$ cat src/rtl/stkp_pkg.sv
`timescale 1ns/1ps
package stkp_pkg;
    localparam int DATA_W    = 8;
    localparam int ADDR_W    = 13;
    localparam int PTR_W     = 6;
    localparam int CC_W      = 5;
    localparam int CALL_LEN  = 2;
    localparam int IRQ_LEN   = 5;
    localparam int FRAME_MAX = IRQ_LEN;
    localparam int STEP_W    = $clog2(FRAME_MAX);
    localparam int TAG_W     = ADDR_W - PTR_W;
    localparam logic [TAG_W-1:0] PAGE_TAG = 7'b0000011;

    typedef enum logic [1:0] {
        ST_IDLE,
        ST_PUSH_FRAME,
        ST_POP_FRAME
    } seq_state_e;

    typedef enum logic {
        FK_CALL,
        FK_IRQ
    } frame_kind_e;
endpackage

$ cat src/rtl/stkp_pointer.sv
`timescale 1ns/1ps
module stkp_pointer #(
    parameter int PTR_W = stkp_pkg::PTR_W,
    parameter int ADDR_W = stkp_pkg::ADDR_W,
    parameter logic [ADDR_W-PTR_W-1:0] TAG = stkp_pkg::PAGE_TAG
) (
    input  logic              clk,
    input  logic              rst_n,
    input  logic              load_top,
    input  logic              dec,
    input  logic              inc,
    output logic [ADDR_W-1:0] cur_addr,
    output logic [ADDR_W-1:0] pop_addr
);
    logic [PTR_W-1:0] ptr_q;
    logic [PTR_W-1:0] ptr_up;

    assign ptr_up = ptr_q + PTR_W'(1);

    always_ff @(posedge clk or negedge rst_n) begin
        if (!rst_n)        ptr_q <= '1;
        else if (load_top) ptr_q <= '1;
        else if (dec)      ptr_q <= ptr_q - PTR_W'(1);
        else if (inc)      ptr_q <= ptr_up;
    end

    assign cur_addr = {TAG, ptr_q};
    assign pop_addr = {TAG, ptr_up};
endmodule

$ cat src/rtl/stkp_frame.sv
`timescale 1ns/1ps
module stkp_frame
    import stkp_pkg::*;
#(
    parameter int DW = DATA_W,
    parameter int AW = ADDR_W,
    parameter int CW = CC_W,
    parameter int NB = FRAME_MAX
) (
    input  logic [AW-1:0]         pc_in,
    input  logic [DW-1:0]         acc_in,
    input  logic [DW-1:0]         idx_in,
    input  logic [CW-1:0]         ccr_in,
    input  logic [NB-1:0][DW-1:0] pop_bytes,
    input  frame_kind_e           kind,
    output logic [NB-1:0][DW-1:0] call_bytes,
    output logic [NB-1:0][DW-1:0] irq_bytes,
    output logic [AW-1:0]         rest_pc,
    output logic [DW-1:0]         rest_acc,
    output logic [DW-1:0]         rest_idx,
    output logic [CW-1:0]         rest_ccr
);
    localparam int HI_W  = AW - DW;
    localparam int HI_PAD = DW - HI_W;
    localparam int CC_PAD = DW - CW;

    logic [DW-1:0] pc_lo_b;
    logic [DW-1:0] pc_hi_b;

    assign pc_lo_b = pc_in[DW-1:0];
    assign pc_hi_b = {{HI_PAD{1'b0}}, pc_in[AW-1:DW]};

    always_comb begin
        call_bytes    = '0;
        call_bytes[0] = pc_lo_b;
        call_bytes[1] = pc_hi_b;
        irq_bytes     = '0;
        irq_bytes[0]  = pc_lo_b;
        irq_bytes[1]  = pc_hi_b;
        irq_bytes[2]  = idx_in;
        irq_bytes[3]  = acc_in;
        irq_bytes[4]  = {{CC_PAD{1'b1}}, ccr_in};
    end

    // Popped bytes arrive in reverse push order.
    always_comb begin
        rest_acc = '0;
        rest_idx = '0;
        rest_ccr = '0;
        if (kind == FK_IRQ) begin
            rest_ccr = pop_bytes[0][CW-1:0];
            rest_acc = pop_bytes[1];
            rest_idx = pop_bytes[2];
            rest_pc  = {pop_bytes[3][HI_W-1:0], pop_bytes[4]};
        end else begin
            rest_pc  = {pop_bytes[0][HI_W-1:0], pop_bytes[1]};
        end
    end
endmodule

$ cat src/rtl/stkp_seq.sv
`timescale 1ns/1ps
module stkp_seq
    import stkp_pkg::*;
#(
    parameter int DW = DATA_W,
    parameter int NB = FRAME_MAX,
    parameter int SW = STEP_W
) (
    input  logic                  clk,
    input  logic                  rst_n,
    input  logic                  sp_reset,
    input  logic                  call_req,
    input  logic                  irq_req,
    input  logic                  ret_req,
    input  logic                  rti_req,
    input  logic                  push_req,
    input  logic                  pop_req,
    input  logic [DW-1:0]         push_data,
    input  logic [NB-1:0][DW-1:0] call_bytes,
    input  logic [NB-1:0][DW-1:0] irq_bytes,
    input  logic [DW-1:0]         mem_rdata,
    output logic                  ptr_load_top,
    output logic                  ptr_dec,
    output logic                  ptr_inc,
    output logic                  use_pop_addr,
    output logic                  mem_we,
    output logic                  mem_re,
    output logic [DW-1:0]         mem_wdata,
    output logic                  busy,
    output logic                  frame_done,
    output frame_kind_e           done_kind,
    output logic [NB-1:0][DW-1:0] pop_bytes,
    output logic [DW-1:0]         pop_data,
    output logic                  pop_valid
);
    seq_state_e  state_q, state_d;
    logic [SW-1:0] step_q, step_d;
    frame_kind_e kind_q, kind_d;
    logic [NB-1:0][DW-1:0] buf_q;
    logic [SW-1:0] last_step;
    logic load_buf, cap_pop, single_pop, finish;
    logic done_q, pop_valid_q;
    logic [DW-1:0] pop_data_q;

    assign last_step = (kind_q == FK_IRQ) ? SW'(IRQ_LEN - 1) : SW'(CALL_LEN - 1);

    // State register
    always_ff @(posedge clk or negedge rst_n) begin
        if (!rst_n) begin
            state_q <= ST_IDLE;
            step_q  <= '0;
            kind_q  <= FK_CALL;
        end else begin
            state_q <= state_d;
            step_q  <= step_d;
            kind_q  <= kind_d;
        end
    end

    // Next state and outputs
    always_comb begin
        state_d      = state_q;
        step_d       = step_q;
        kind_d       = kind_q;
        ptr_load_top = 1'b0;
        ptr_dec      = 1'b0;
        ptr_inc      = 1'b0;
        use_pop_addr = 1'b0;
        mem_we       = 1'b0;
        mem_re       = 1'b0;
        mem_wdata    = '0;
        load_buf     = 1'b0;
        cap_pop      = 1'b0;
        single_pop   = 1'b0;
        finish       = 1'b0;
        unique case (state_q)
            ST_IDLE: begin
                if (sp_reset) begin
                    ptr_load_top = 1'b1;
                end else if (call_req) begin
                    kind_d = FK_CALL; load_buf = 1'b1; step_d = '0; state_d = ST_PUSH_FRAME;
                end else if (irq_req) begin
                    kind_d = FK_IRQ;  load_buf = 1'b1; step_d = '0; state_d = ST_PUSH_FRAME;
                end else if (ret_req) begin
                    kind_d = FK_CALL; step_d = '0; state_d = ST_POP_FRAME;
                end else if (rti_req) begin
                    kind_d = FK_IRQ;  step_d = '0; state_d = ST_POP_FRAME;
                end else if (push_req) begin
                    mem_we = 1'b1; mem_wdata = push_data; ptr_dec = 1'b1;
                end else if (pop_req) begin
                    mem_re = 1'b1; use_pop_addr = 1'b1; ptr_inc = 1'b1; single_pop = 1'b1;
                end
            end
            ST_PUSH_FRAME: begin
                if (sp_reset) begin
                    ptr_load_top = 1'b1; state_d = ST_IDLE;
                end else begin
                    mem_we = 1'b1; mem_wdata = buf_q[step_q]; ptr_dec = 1'b1;
                    if (step_q == last_step) begin
                        state_d = ST_IDLE; finish = 1'b1;
                    end else begin
                        step_d = step_q + SW'(1);
                    end
                end
            end
            ST_POP_FRAME: begin
                if (sp_reset) begin
                    ptr_load_top = 1'b1; state_d = ST_IDLE;
                end else begin
                    mem_re = 1'b1; use_pop_addr = 1'b1; ptr_inc = 1'b1; cap_pop = 1'b1;
                    if (step_q == last_step) begin
                        state_d = ST_IDLE; finish = 1'b1;
                    end else begin
                        step_d = step_q + SW'(1);
                    end
                end
            end
            default: state_d = ST_IDLE;
        endcase
    end

    // Frame byte buffer and single-pop result
    always_ff @(posedge clk or negedge rst_n) begin
        if (!rst_n) begin
            buf_q       <= '0;
            done_q      <= 1'b0;
            pop_valid_q <= 1'b0;
            pop_data_q  <= '0;
        end else begin
            if (load_buf)     buf_q <= (kind_d == FK_IRQ) ? irq_bytes : call_bytes;
            else if (cap_pop) buf_q[step_q] <= mem_rdata;
            if (single_pop)   pop_data_q <= mem_rdata;
            done_q      <= finish;
            pop_valid_q <= single_pop;
        end
    end

    assign busy       = (state_q != ST_IDLE);
    assign frame_done = done_q;
    assign done_kind  = kind_q;
    assign pop_bytes  = buf_q;
    assign pop_data   = pop_data_q;
    assign pop_valid  = pop_valid_q;
endmodule

$ cat src/rtl/stack_page_ptr.sv
`timescale 1ns/1ps
module stack_page_ptr
    import stkp_pkg::*;
(
    input  logic              clk,
    input  logic              rst_n,
    input  logic              sp_reset,
    input  logic              push_req,
    input  logic [DATA_W-1:0] push_data,
    input  logic              pop_req,
    input  logic              call_req,
    input  logic              irq_req,
    input  logic              ret_req,
    input  logic              rti_req,
    input  logic [ADDR_W-1:0] pc_in,
    input  logic [DATA_W-1:0] acc_in,
    input  logic [DATA_W-1:0] idx_in,
    input  logic [CC_W-1:0]   ccr_in,
    input  logic [DATA_W-1:0] mem_rdata,
    output logic [ADDR_W-1:0] sp_addr,
    output logic [ADDR_W-1:0] mem_addr,
    output logic              mem_we,
    output logic [DATA_W-1:0] mem_wdata,
    output logic              mem_re,
    output logic [DATA_W-1:0] pop_data,
    output logic              pop_valid,
    output logic              busy,
    output logic              frame_done,
    output logic              frame_irq,
    output logic [ADDR_W-1:0] rest_pc,
    output logic [DATA_W-1:0] rest_acc,
    output logic [DATA_W-1:0] rest_idx,
    output logic [CC_W-1:0]   rest_ccr
);
    logic load_top, dec, inc, use_pop;
    logic [ADDR_W-1:0] cur_addr, pop_addr;
    logic [FRAME_MAX-1:0][DATA_W-1:0] call_bytes, irq_bytes, pop_bytes;
    frame_kind_e done_kind;

    stkp_pointer u_ptr (
        .clk(clk), .rst_n(rst_n), .load_top(load_top), .dec(dec), .inc(inc),
        .cur_addr(cur_addr), .pop_addr(pop_addr)
    );

    stkp_frame u_frame (
        .pc_in(pc_in), .acc_in(acc_in), .idx_in(idx_in), .ccr_in(ccr_in),
        .pop_bytes(pop_bytes), .kind(done_kind),
        .call_bytes(call_bytes), .irq_bytes(irq_bytes),
        .rest_pc(rest_pc), .rest_acc(rest_acc), .rest_idx(rest_idx), .rest_ccr(rest_ccr)
    );

    stkp_seq u_seq (
        .clk(clk), .rst_n(rst_n), .sp_reset(sp_reset),
        .call_req(call_req), .irq_req(irq_req), .ret_req(ret_req), .rti_req(rti_req),
        .push_req(push_req), .pop_req(pop_req), .push_data(push_data),
        .call_bytes(call_bytes), .irq_bytes(irq_bytes), .mem_rdata(mem_rdata),
        .ptr_load_top(load_top), .ptr_dec(dec), .ptr_inc(inc), .use_pop_addr(use_pop),
        .mem_we(mem_we), .mem_re(mem_re), .mem_wdata(mem_wdata),
        .busy(busy), .frame_done(frame_done), .done_kind(done_kind),
        .pop_bytes(pop_bytes), .pop_data(pop_data), .pop_valid(pop_valid)
    );

    assign sp_addr   = cur_addr;
    assign mem_addr  = use_pop ? pop_addr : cur_addr;
    assign frame_irq = (done_kind == FK_IRQ);
endmodule

$ cat config.mk
export PLATFORM = sky130hd
export DESIGN_NAME = stack_page_ptr
export DESIGN_NICKNAME = d
export VERILOG_FILES = /design/src/rtl/stkp_pkg.sv /design/src/rtl/stkp_pointer.sv /design/src/rtl/stkp_frame.sv /design/src/rtl/stkp_seq.sv /design/src/rtl/stack_page_ptr.sv
export SDC_FILE = /design/constraint.sdc
export NUM_CORES = 1
export LEC_CHECK = 0
export BUFFER_PORTS_ARGS = -buffer_cell sky130_fd_sc_hd__buf_4
export CORE_UTILIZATION = 40
export CTS_CLUSTER_DIAMETER = 200
export DETAILED_ROUTE_END_ITERATION = 6
export GPL_TIMING_DRIVEN = 0
export PLACE_DENSITY_LB_ADDON = 0.05
export SLEW_MARGIN = 10
export SYNTH_ARGS = -nofsm -noshare
export SYNTH_HDL_FRONTEND = slang
export SYNTH_SLANG_ARGS = --single-unit
$ cat constraint.sdc
create_clock -name clk -period 1.9 [get_ports clk]
set_input_delay 0.19 -clock clk [delete_from_list [all_inputs] [get_ports clk]]
set_output_delay 0.19 -clock clk [all_outputs]
set_load 0.1 [all_outputs]
==> flow_metrics.py, run 1 <==
metrics = {
    "job": {
        "maxCapViolations": 0,
    },
    "layout": {
        "syn_to_final_growth_pct": 72.6,
        "drive_gt1_share_pct": 55.2,
        "final_common_cell": "buf_4",
        "regArea_um2": 1570,
        "final_cell_mix": "buf_4, nand2_1, dfrtp_1",
        "diodes": 0,
        "stdcell_area_um2": 6770,
        "multiInputGateArea_um2": 2820,
        "fill_cells": 687,
        "finalNetCount": 700,
    },
    "clocking": {
        "clkSlewWorstSetupHoldPaths_ns": 0.08,
        "clock_latency_ns": 0.36,
        "tritoncts": "yes",
        "cts_made_buffers": 9,
        "clk_path_buf_depth": 2,
        "h-tree-depth": 3,
        "clock-root-buffer": "clkbuf_8",
        "numClockSinks": 62,
    },
    "floorplan": {
        "die_w_um": 101,
        "num_rows": 35,
        "die_h_um": 101,
        "initial_utilization_pct": 41.8,
        "dieArea_um2": 10200,
        "ios": 141,
        "floorplan.core_area_um2": 9370,
    },
    "sta": {
        "finClkSkew_ns": 0.0140,
        "setup_viol": 19,
        "fmax_mhz": 425,
        "rsz0062_at_grt": "yes",
        "worst_slack_ns": -0.455,
        "finalHoldViolations": 0,
        "fin_crit_sh_pct": 124,
        "maxSlewHeadroom_pct": 45.7,
        "maxSlewViolCount": 0,
        "worst_pin_slew_ns": 0.814,
        "min_period_ns": 2.35,
    },
    "critical_path": {
        "crit_type": "reg -> out",
        "end_kind": "output port",
        "startpoint_type": "flip-flop",
        "cp_max_fo": 7,
        "cp.arrival_ns": 2.16,
        "crit_required_ns": 1.71,
    },
    "global_route": {
        "grt_antenna_before_repair": 0,
        "grt-ovfl-total": 0,
        "grt_start_max_net_pins": 63,
        "grt_use_total_pct": 27.6,
        "grt_pass1_wl_um": 20900,
        "grt_pass1_vias": 3819,
    },
    "placement": {
        "place_worst_setup_slack_ns": -0.586,
        "placed_area_um2": 5360,
        "io_buffers": 126,
        "place.gp.congestion": 0.878,
        "hpwl_um": 9500,
    },
    "detailed_routing": {
        "drcViolationCount": 0,
        "detail-route-antenna-nets": 0,
        "via_per_inst": 5.48,
        "route.vias.total": 4212,
        "wl_um": 14900,
        "drt_iter0_markers": 321,
        "dr.pass1.iters": 5,
        "wl_per_cell_um": 19.4,
    },
    "synth": {
        "seq_area_frac_synth_pct": 39.8,
        "synth_edf_count": 0,
        "ys_warn_count": 0,
        "avgSynthCellArea_um2": 8.83,
        "ys_ff_latch": 62,
        "async_reset_ff_share_pct": 100,
        "ys_types": 48,
        "synth_flop_cell": "dfrtp_1",
        "synthCells": 444,
        "syn_area_um2": 3920,
    },
    "run_status": {
        "violations": "setup timing",
        "status": "finished, violations left",
    },
    "worst_hold_path": {
        "worstHoldPathType": "in -> reg",
    },
}
state kept, by name (all words and copies together) (netlist names):
register,flops
u_seq.pop_bytes,40
u_seq.pop_valid,1
u_seq.frame_done,1
u_seq.done_kind,1
u_seq.state_q,2
u_seq.step_q,3
u_ptr.ptr_q,6
u_seq.pop_data,8
cells by family (layout without fill, tap and decap cells):
| logic type | Yosys count | count (layout) | synth area share, % |
|---|---|---|---|
| simple gates | 156 | 156 | 19.4 |
| compound gates | 115 | 115 | 18.2 |
| flops | 62 | 62 | 39.8 |
| buf+inv | 51 | 234 | 6.38 |
| mux | 46 | 46 | 12.7 |
| fa+ha+maj | 7 | 7 | 2.23 |
| xor+xnor | 5 | 5 | 1.12 |
| other cells | 2 | 14 | 0.192 |
per-stage QoR:
stage | TNS, ns | hold WS, ns | util (%) | instances
2_1_floorplan | -3.39 | -0.106 | - | 456
3_3_place_gp | -23.53 | 0.345 | 57.2 | 711
3_5_place_dp | -25.86 | 0.342 | 57.2 | 711
4_1_cts | -10.57 | 0.0333 | 67.1 | 742
5_1_grt | -6.25 | 0.0334 | 72.2 | 768
6_report | -5.13 | 0.0359 | 72.2 | 768
cell usage after synthesis, drive strengths merged, types with 2 or more instances:
| library cell | instances | share of area [%] |
|---|---|---|
| nand2 | 62 | 5.9 |
| dfrtp | 56 | 36 |
| o21ai | 36 | 4.6 |
| nor2 | 32 | 3.1 |
| a22oi | 31 | 5.9 |
| a21oi | 25 | 3.2 |
| mux2i | 25 | 6.4 |
| clkbuf | 24 | 2.3 |
| and2 | 21 | 3.4 |
| mux2 | 20 | 5.7 |
| buf | 17 | 3.0 |
| inv | 8 | 0.77 |
| ha | 7 | 2.2 |
| dfstp | 6 | 4.0 |
| nand2b | 6 | 0.96 |
| nor2b | 6 | 0.96 |
| a22o | 5 | 1.1 |
| nand3 | 5 | 0.64 |
| nor3 | 5 | 0.93 |
| nor3b | 5 | 0.96 |
| o22ai | 5 | 0.80 |
| a31oi | 3 | 0.48 |
| and3 | 3 | 0.48 |
| nand3b | 3 | 0.57 |
| nand4 | 3 | 0.48 |
| o31ai | 3 | 0.57 |
| xnor2 | 3 | 0.67 |
| a211oi | 2 | 0.38 |
| clkinv | 2 | 0.32 |
| conb | 2 | 0.19 |
| or3 | 2 | 0.32 |
| xor2 | 2 | 0.45 |
worst paths after layout:
kind | to | slack, ns | depth (start not counted) | from
min in group asynchronous | u_seq.pop_valid$_DFF_PN0_ | 0.47 | 2 | rst_n
max | mem_wdata[0] | -0.45 | 7 | u_seq.step_q[1]$_DFFE_PN0P_
max in group asynchronous | u_seq.done_kind$_DFF_PN0_ | 0.79 | 2 | rst_n
min reg2reg | u_seq.pop_data[5]$_DFFE_PN0P_ | 0.48 | 2 | u_seq.pop_data[5]$_DFFE_PN0P_
min | u_seq.pop_bytes[12]$_DFFE_PN0P_ | 0.04 | 3 | pc_in[12]
max reg2reg | u_ptr.ptr_q[4]$_DFFE_PN1P_ | -0.08 | 12 | u_seq.state_q[1]$_DFFE_PN0P_
worst max-delay path, cell delays in order (launching register included):
cell	delay [ns]
dfrtp_1	0.42
buf_8	0.17
buf_12	0.14
mux2_4	0.29
a22oi_2	0.22
o22ai_2	0.15
a22o_4	0.25
buf_12	0.16
layout make-up:
type / instances / share of cell area [%]
multi-input combinational: 343 / 41.7
timing repair buffer: 170 / 24.0
clock buffer: 9 / 1.83
buffer: 38 / 5.07
inverter: 10 / 0.629
clock inverter: 7 / 1.15
sequential: 62 / 23.2
tap: 129 / 2.39
routing by layer:
| metal | wire, µm | vias up | GRT usage (%) | part of all wire (%) |
|---|---|---|---|---|
| met5 | 0 | - | 0 | 0 |
| met4 | 428 | 0 | 8.81 | 2.9 |
| met3 | 1090 | 42 | 5.13 | 7.3 |
| met2 | 7320 | 220 | 44.6 | 49 |
| met1 | 6050 | 2017 | 37.3 | 41 |
| li1 | - | 1933 | - | - |
what timing repair did:
action / 4_1_cts / 5_1_grt
hold endpoints to repair: 56 / 0
gates resized for setup: 147 / 77
setup buffers: 16 / 25
endpoints found under the setup margin: 94 / 69
hold buffers: 1 / 0
cloned: 1 / 4
pin swaps: 14 / 27
Power of run 1 is not shown: default switching activity piles up to over one toggle a cycle in this logic, so the estimate is an artifact.
==> inputs of run 2 (changes only) <==
ABC_AREA = 1   (was not set)
TNS_END_PERCENT = 100   (was not set)
==> run 2 against run 1 <==
The run still ends with setup timing left; via count up 7.6%; global-route usage fell by 0.70 points; synthesized cell count is 30% higher; first-iteration DRC count shrank 32%; fmax is 15% higher; register-to-register slack better by 0.13 ns; utilization down 3.8 points; cell area fell by 0.67%; wire length is 7.7% lower; flip-flop and latch count is the same; non-clock buffer count is 16 lower.
==> flow_metrics.py, run 2 <==
metrics = {
    "run_status": {
        "status": "finished, violations left",
        "violations": "setup timing",
    },
    "detailed_routing": {
        "met3RoutedLength_um": 774,
        "drt_iter0_markers": 218,
        "highest_layer": "met4",
        "dr.pass1.iters": 5,
        "wl_um": 13700,
        "drcViolationCount": 0,
        "via_per_inst": 5.02,
        "detail-route-antenna-nets": 0,
        "wl_per_cell_um": 15.2,
        "m1WireLength_um": 5720,
        "wl_met2_um": 6980,
        "route.vias.total": 4534,
    },
    "clocking": {
        "clkSlewWorstSetupHoldPaths_ns": 0.07,
        "cts_made_buffers": 9,
        "tritoncts": "yes",
        "h-tree-depth": 3,
        "clk_path_buf_depth": 2,
        "numClockSinks": 62,
        "clock_latency_ns": 0.35,
        "clock-root-buffer": "clkbuf_8",
    },
    "critical_path": {
        "r2r_cells": 8,
        "crit_type": "reg -> out",
        "critPathSlowestCell": "dfrtp_1",
        "end_kind": "output port",
        "cp_max_fo": 5,
        "cp.arrival_ns": 1.86,
        "crit_required_ns": 1.71,
        "rr_startpoint": "u_seq.state_q[0]$_DFFE_PN0P_",
        "startpoint_type": "flip-flop",
        "r2r_end": "u_seq.pop_bytes[39]$_DFFE_PN0P_",
        "rrSetupSlack_ns": 0.05,
        "critical-path-max-stage-delay_ns": 0.40,
        "cp_cell_sequence": "inv_2 > ha_4 > nand2_4 > nor2_4 > nand2_4 > nand2_8 > buf_12 > xor2_4 > buf_12",
    },
    "global_route": {
        "grt_use_total_pct": 26.9,
        "grt_pass1_wl_um": 21200,
        "grt_antenna_before_repair": 0,
        "grt_start_max_net_pins": 63,
        "grt-ovfl-total": 0,
        "grt_pass1_vias": 4251,
    },
    "sta": {
        "worst_pin_slew_ns": 0.838,
        "setup_viol": 13,
        "maxSlewHeadroom_pct": 44.1,
        "finClkSkew_ns": 0.0154,
        "rsz0062_at_grt": "yes",
        "hold_ws_ns": 0.0520,
        "fin_setup_tns_ns": -1.12,
        "finalHoldViolations": 0,
        "maxSlewViolCount": 0,
        "fin_crit_sh_pct": 108,
        "fmax_mhz": 487,
        "min_period_ns": 2.05,
        "worst_slack_ns": -0.154,
    },
    "synth": {
        "synth_top_area_share_pct": 34.5,
        "synthCells": 578,
        "yosysMostFrequentCell": "nand2_1",
        "avgSynthCellArea_um2": 7.03,
        "ys_ff_latch": 62,
        "async_reset_ff_share_pct": 100,
        "synth_common_cells": "nand2_1, inv_1, dfrtp_1",
        "synth_area_leaders": "dfrtp_1, nand2_1, inv_1, o21ai_0, dfstp_2",
        "seq_area_frac_synth_pct": 38.4,
        "synth_edf_count": 0,
        "syn_area_um2": 4060,
        "ys_warn_count": 0,
        "synth_flop_cell": "dfrtp_1",
        "yosysTopAreaCell": "dfrtp_1",
        "ys_types": 35,
    },
    "placement": {
        "place_inst": 849,
        "hpwl_um": 9580,
        "io_buffers": 126,
        "place.gp.congestion": 0.863,
        "place_worst_setup_slack_ns": -0.269,
    },
    "floorplan": {
        "initial_utilization_pct": 41.4,
        "floorplan.core_area_um2": 9820,
        "die_h_um": 103,
        "die_w_um": 103,
        "dieArea_um2": 10600,
        "num_rows": 36,
        "ios": 141,
    },
    "worst_hold_path": {
        "hold_end": "u_seq.pop_data[3]$_DFFE_PN0P_",
        "worstHoldPathType": "in -> reg",
        "hp-start": "mem_rdata[3]",
        "hold_depth": 3,
    },
    "layout": {
        "final_common_cell": "nand2_1",
        "diodes": 0,
        "syn_to_final_growth_pct": 65.5,
        "fill_cells": 858,
        "stdcell_count": 904,
        "drive_gt1_share_pct": 44.9,
        "finalNetCount": 832,
        "largest_reg_flops": 40,
        "final_cell_mix": "nand2_1, buf_4, dfrtp_1",
    },
    "job": {
        "maxCapViolations": 0,
    },
}
## run 2: cell count changes after synthesis, sizes merged, moves of 19 or more
| cell | delta |
|---|---|
| nand2 | +180 |
| a22oi | -31 |
| mux2i | -25 |
| clkbuf | -19 |
| and2 | -21 |
| mux2 | -20 |
| a21oi | -22 |
| nand3 | +25 |
| a31oi | +21 |
| inv | +57 |
## run 2: how the worst max path moves through the flow
stage | from | end
finish | u_seq.state_q[0]$_DFFE_PN0P_ | mem_addr[0]
global route | u_seq.state_q[0]$_DFFE_PN0P_ | mem_addr[0]
CTS | u_seq.state_q[1]$_DFFE_PN0P_ | mem_addr[3]
detailed placement | u_seq.state_q[0]$_DFFE_PN0P_ | mem_addr[3]
global placement | u_seq.state_q[0]$_DFFE_PN0P_ | mem_addr[3]
floorplan | u_seq.state_q[1]$_DFFE_PN0P_ | mem_addr[3]
## run 2: timing repair
| item | CTS | global route |
|---|---|---|
| gates resized for setup | 138 | 44 |
| hold buffers | 1 | 0 |
| cloned | 3 | 0 |
| pin swaps | 20 | 21 |
| endpoints found under the setup margin | 52 | 78 |
| setup buffers | 28 | 9 |
| hold endpoints to repair | 56 | 0 |
## run 2: per-layer routing
layer | up-vias | global-route usage, %
met4 | 0 | 9.43
met5 | - | 0
met3 | 22 | 3.66
met1 | 2161 | 35.0
li1 | 2194 | -
met2 | 157 | 45.8
## run 2: logic make-up (layout without fill, tap and decap cells)
kind of cell / after synthesis / count (layout) / synth area share (%)
xor gates and xnor gates: 4 / 4 / 0.863
DFF: 62 / 62 / 38.4
buffers and inverters: 98 / 279 / 11.7
other: 2 / 14 / 0.185
AOI/OAI and AO/OA: 84 / 84 / 12.9
and+or+nand+nor: 321 / 321 / 33.8
adders and majority gates: 7 / 7 / 2.16
## run 2: final cells by class
cell class                 instances  area (µm²)  area share, %
sequential                        62        1580           23.5
clock buffer                      13         170           2.53
clock inverter                     3        17.5          0.261
timing repair inverter             2        17.5          0.261
timing repair buffer             165        1560           23.2
tap                              133         166           2.48
inverter                          69         372           5.53
multi-input combinational        430        2620           38.9
buffer                            27         228           3.39
## run 2: metrics by stage
step                cell area [µm²]  utilization, %
global route                   6720            68.5
global placement               5570            56.7
finish                         6720            68.5
detailed placement             5570            56.7
CTS                            6510            66.3
floorplan                      4460               -
## run 2: critical path, delay by kind of cell (launching register included)
family / cells / cell delay [ns]
and+or+nand+nor: 4 / 0.34
xor gates and xnor gates: 1 / 0.16
DFF: 1 / 0.40
buffers and inverters: 3 / 0.43
adders and majority gates: 1 / 0.19
Power of run 2 is left out for the same reason.
==> inputs of run 3 (changes only) <==
GPL_TIMING_DRIVEN = not set   (was 0)
==> run 3 against run 2 <==
The flow still finishes with violations (setup timing); highest routed layer unchanged; flip-flop and latch count unchanged; utilization decreased by 2.1 points; critical endpoint is now mem_addr[4]; critical path type unchanged; non-clock buffer count decreased by 20; die area unchanged; largest cell class unchanged; wire length increased by 1.1%.
==> flow_metrics.py, run 3 (synthesized netlist as in run 2, its figures left out) <==
metrics = {
    "layout": {
        "largest_reg_flops": 40,
        "multiInputGateArea_um2": 2560,
        "regArea_um2": 1580,
        "fill_cells": 882,
        "drive_gt1_share_pct": 42.9,
        "final_common_cell": "nand2_1",
        "syn_to_final_growth_pct": 60.5,
        "final_cell_mix": "nand2_1, buf_4, dfrtp_1",
        "diodes": 0,
        "finalNetCount": 814,
    },
    "sta": {
        "setup_viol": 15,
        "maxSlewViolCount": 0,
        "hold_ws_ns": 0.0440,
        "worst_slack_ns": -0.174,
        "fmax_mhz": 482,
        "maxSlewHeadroom_pct": 66.3,
        "min_period_ns": 2.07,
        "worst_pin_slew_ns": 0.506,
        "finalHoldViolations": 0,
        "finClkSkew_ns": 0.0120,
        "rsz0062_at_grt": "yes",
        "fin_crit_sh_pct": 109,
    },
    "floorplan": {
        "ios": 141,
        "floorplan.core_area_um2": 9820,
        "die_h_um": 103,
        "die_w_um": 103,
        "initial_utilization_pct": 41.4,
        "num_rows": 36,
        "dieArea_um2": 10600,
    },
    "critical_path": {
        "end_kind": "output port",
        "critPathSlowestCell": "dfstp_4",
        "cp_cell_sequence": "ha_4 > nand3_1 > xor2_1 > nand2_2 > o21ai_4 > buf_12",
        "cp_max_fo": 3,
        "crit_type": "reg -> out",
        "rrSetupSlack_ns": 0.13,
        "startpoint_type": "flip-flop",
        "crit_required_ns": 1.71,
        "cp.arrival_ns": 1.88,
        "critical-path-max-stage-delay_ns": 0.66,
    },
    "placement": {
        "hpwl_um": 9840,
        "io_buffers": 126,
        "place.gp.congestion": 0.869,
        "place_worst_setup_slack_ns": -0.0425,
    },
    "detailed_routing": {
        "via_per_inst": 5.13,
        "drt_iter0_markers": 225,
        "wl_um": 13900,
        "route.vias.total": 4541,
        "drcViolationCount": 0,
        "detail-route-antenna-nets": 0,
        "wl_per_cell_um": 15.7,
        "dr.pass1.iters": 6,
    },
    "run_status": {
        "violations": "setup timing",
        "status": "finished, violations left",
    },
    "clocking": {
        "h-tree-depth": 3,
        "clock-root-buffer": "clkbuf_8",
        "clk_path_buf_depth": 2,
        "numClockSinks": 62,
        "clock_latency_ns": 0.35,
        "tritoncts": "yes",
        "cts_made_buffers": 9,
        "clkSlewWorstSetupHoldPaths_ns": 0.08,
    },
    "global_route": {
        "grt-ovfl-total": 0,
        "grt_start_max_net_pins": 38,
        "grt_use_total_pct": 26.6,
        "grt_pass1_vias": 4358,
        "grt_antenna_before_repair": 0,
        "grt_pass1_wl_um": 21200,
    },
    "worst_hold_path": {
        "worstHoldPathType": "in -> reg",
    },
    "job": {
        "maxCapViolations": 0,
    },
}
run 3: cell types whose count changed in the layout (fill, tap and decap cells not counted), sizes merged, moves of 2 or more:
cell and delta:
bufinv +3, buf -16, inv +5, clkbuf -7, clkinvlp +2, clkinv -7
run 3: layout make-up:
type                            count  share of cell area [%]
Clock buffer                       10                    2.11
Clock inverter                      6                    1.79
Inverter                           69                    5.59
Multi-Input combinational cell    432                    39.3
Sequential cell                    62                    24.2
Tap cell                          133                    2.55
Timing Repair Buffer              172                    24.2
Timing Repair inverter              2                   0.211
run 3: worst max-delay path: cells and delay by family, from the launching register on:
| kind | cells | cell delay [ns] |
|---|---|---|
| compound gates | 1 | 0.08 |
| buf+inv | 1 | 0.19 |
| xor+xnor | 1 | 0.26 |
| simple gates | 2 | 0.21 |
| flops | 1 | 0.66 |
| fa+ha+maj | 1 | 0.15 |
run 3: layer usage:
metal | global-route usage (%) | vias to the layer above | share of wire [%]
met3 | 4.81 | 35 | 5.7
met2 | 45.3 | 200 | 49
met1 | 33.6 | 2151 | 42
met4 | 10.3 | 0 | 3.2
li1 | - | 2155 | -
met5 | 0 | - | 0
run 3: worst paths after layout:
kind,from,to,cells after the start
min in group asynchronous,rst_n,u_seq.done_kind$_DFF_PN0_,2
worst max register to register,u_seq.state_q[1]$_DFFE_PN0P_,u_seq.pop_bytes[37]$_DFFE_PN0P_,8
max in group asynchronous,rst_n,u_ptr.ptr_q[4]$_DFFE_PN1P_,3
worst min register to register,u_seq.pop_data[6]$_DFFE_PN0P_,u_seq.pop_data[6]$_DFFE_PN0P_,2
worst min-delay path,mem_rdata[2],u_seq.pop_data[2]$_DFFE_PN0P_,3
worst max-delay path,u_ptr.ptr_q[0]$_DFFE_PN1P_,mem_addr[4],6
run 3: stage by stage:
stage                     utilization [%]  std cells  setup TNS [ns]  area (µm²)
final                                66.4        886           -1.27        6520
after global routing                 66.4        886           -2.25        6520
after CTS                            64.0        879           -1.18        6280
after detailed placement             57.0        846          -0.153        5600
after global placement               57.0        846               0        5600
after floorplan                         -        590          -0.789        4460
run 3: repair_timing:
item | 4_1_cts | 5_1_grt
pin swaps | 12 | 16
setup buffers | 14 | 5
endpoints found under the hold margin | 36 | 0
hold buffers | 1 | 0
gates resized for setup | 87 | 47
setup endpoints to repair | 18 | 32
gates cloned | 2 | 2
Power of run 3 is left out for the same reason.
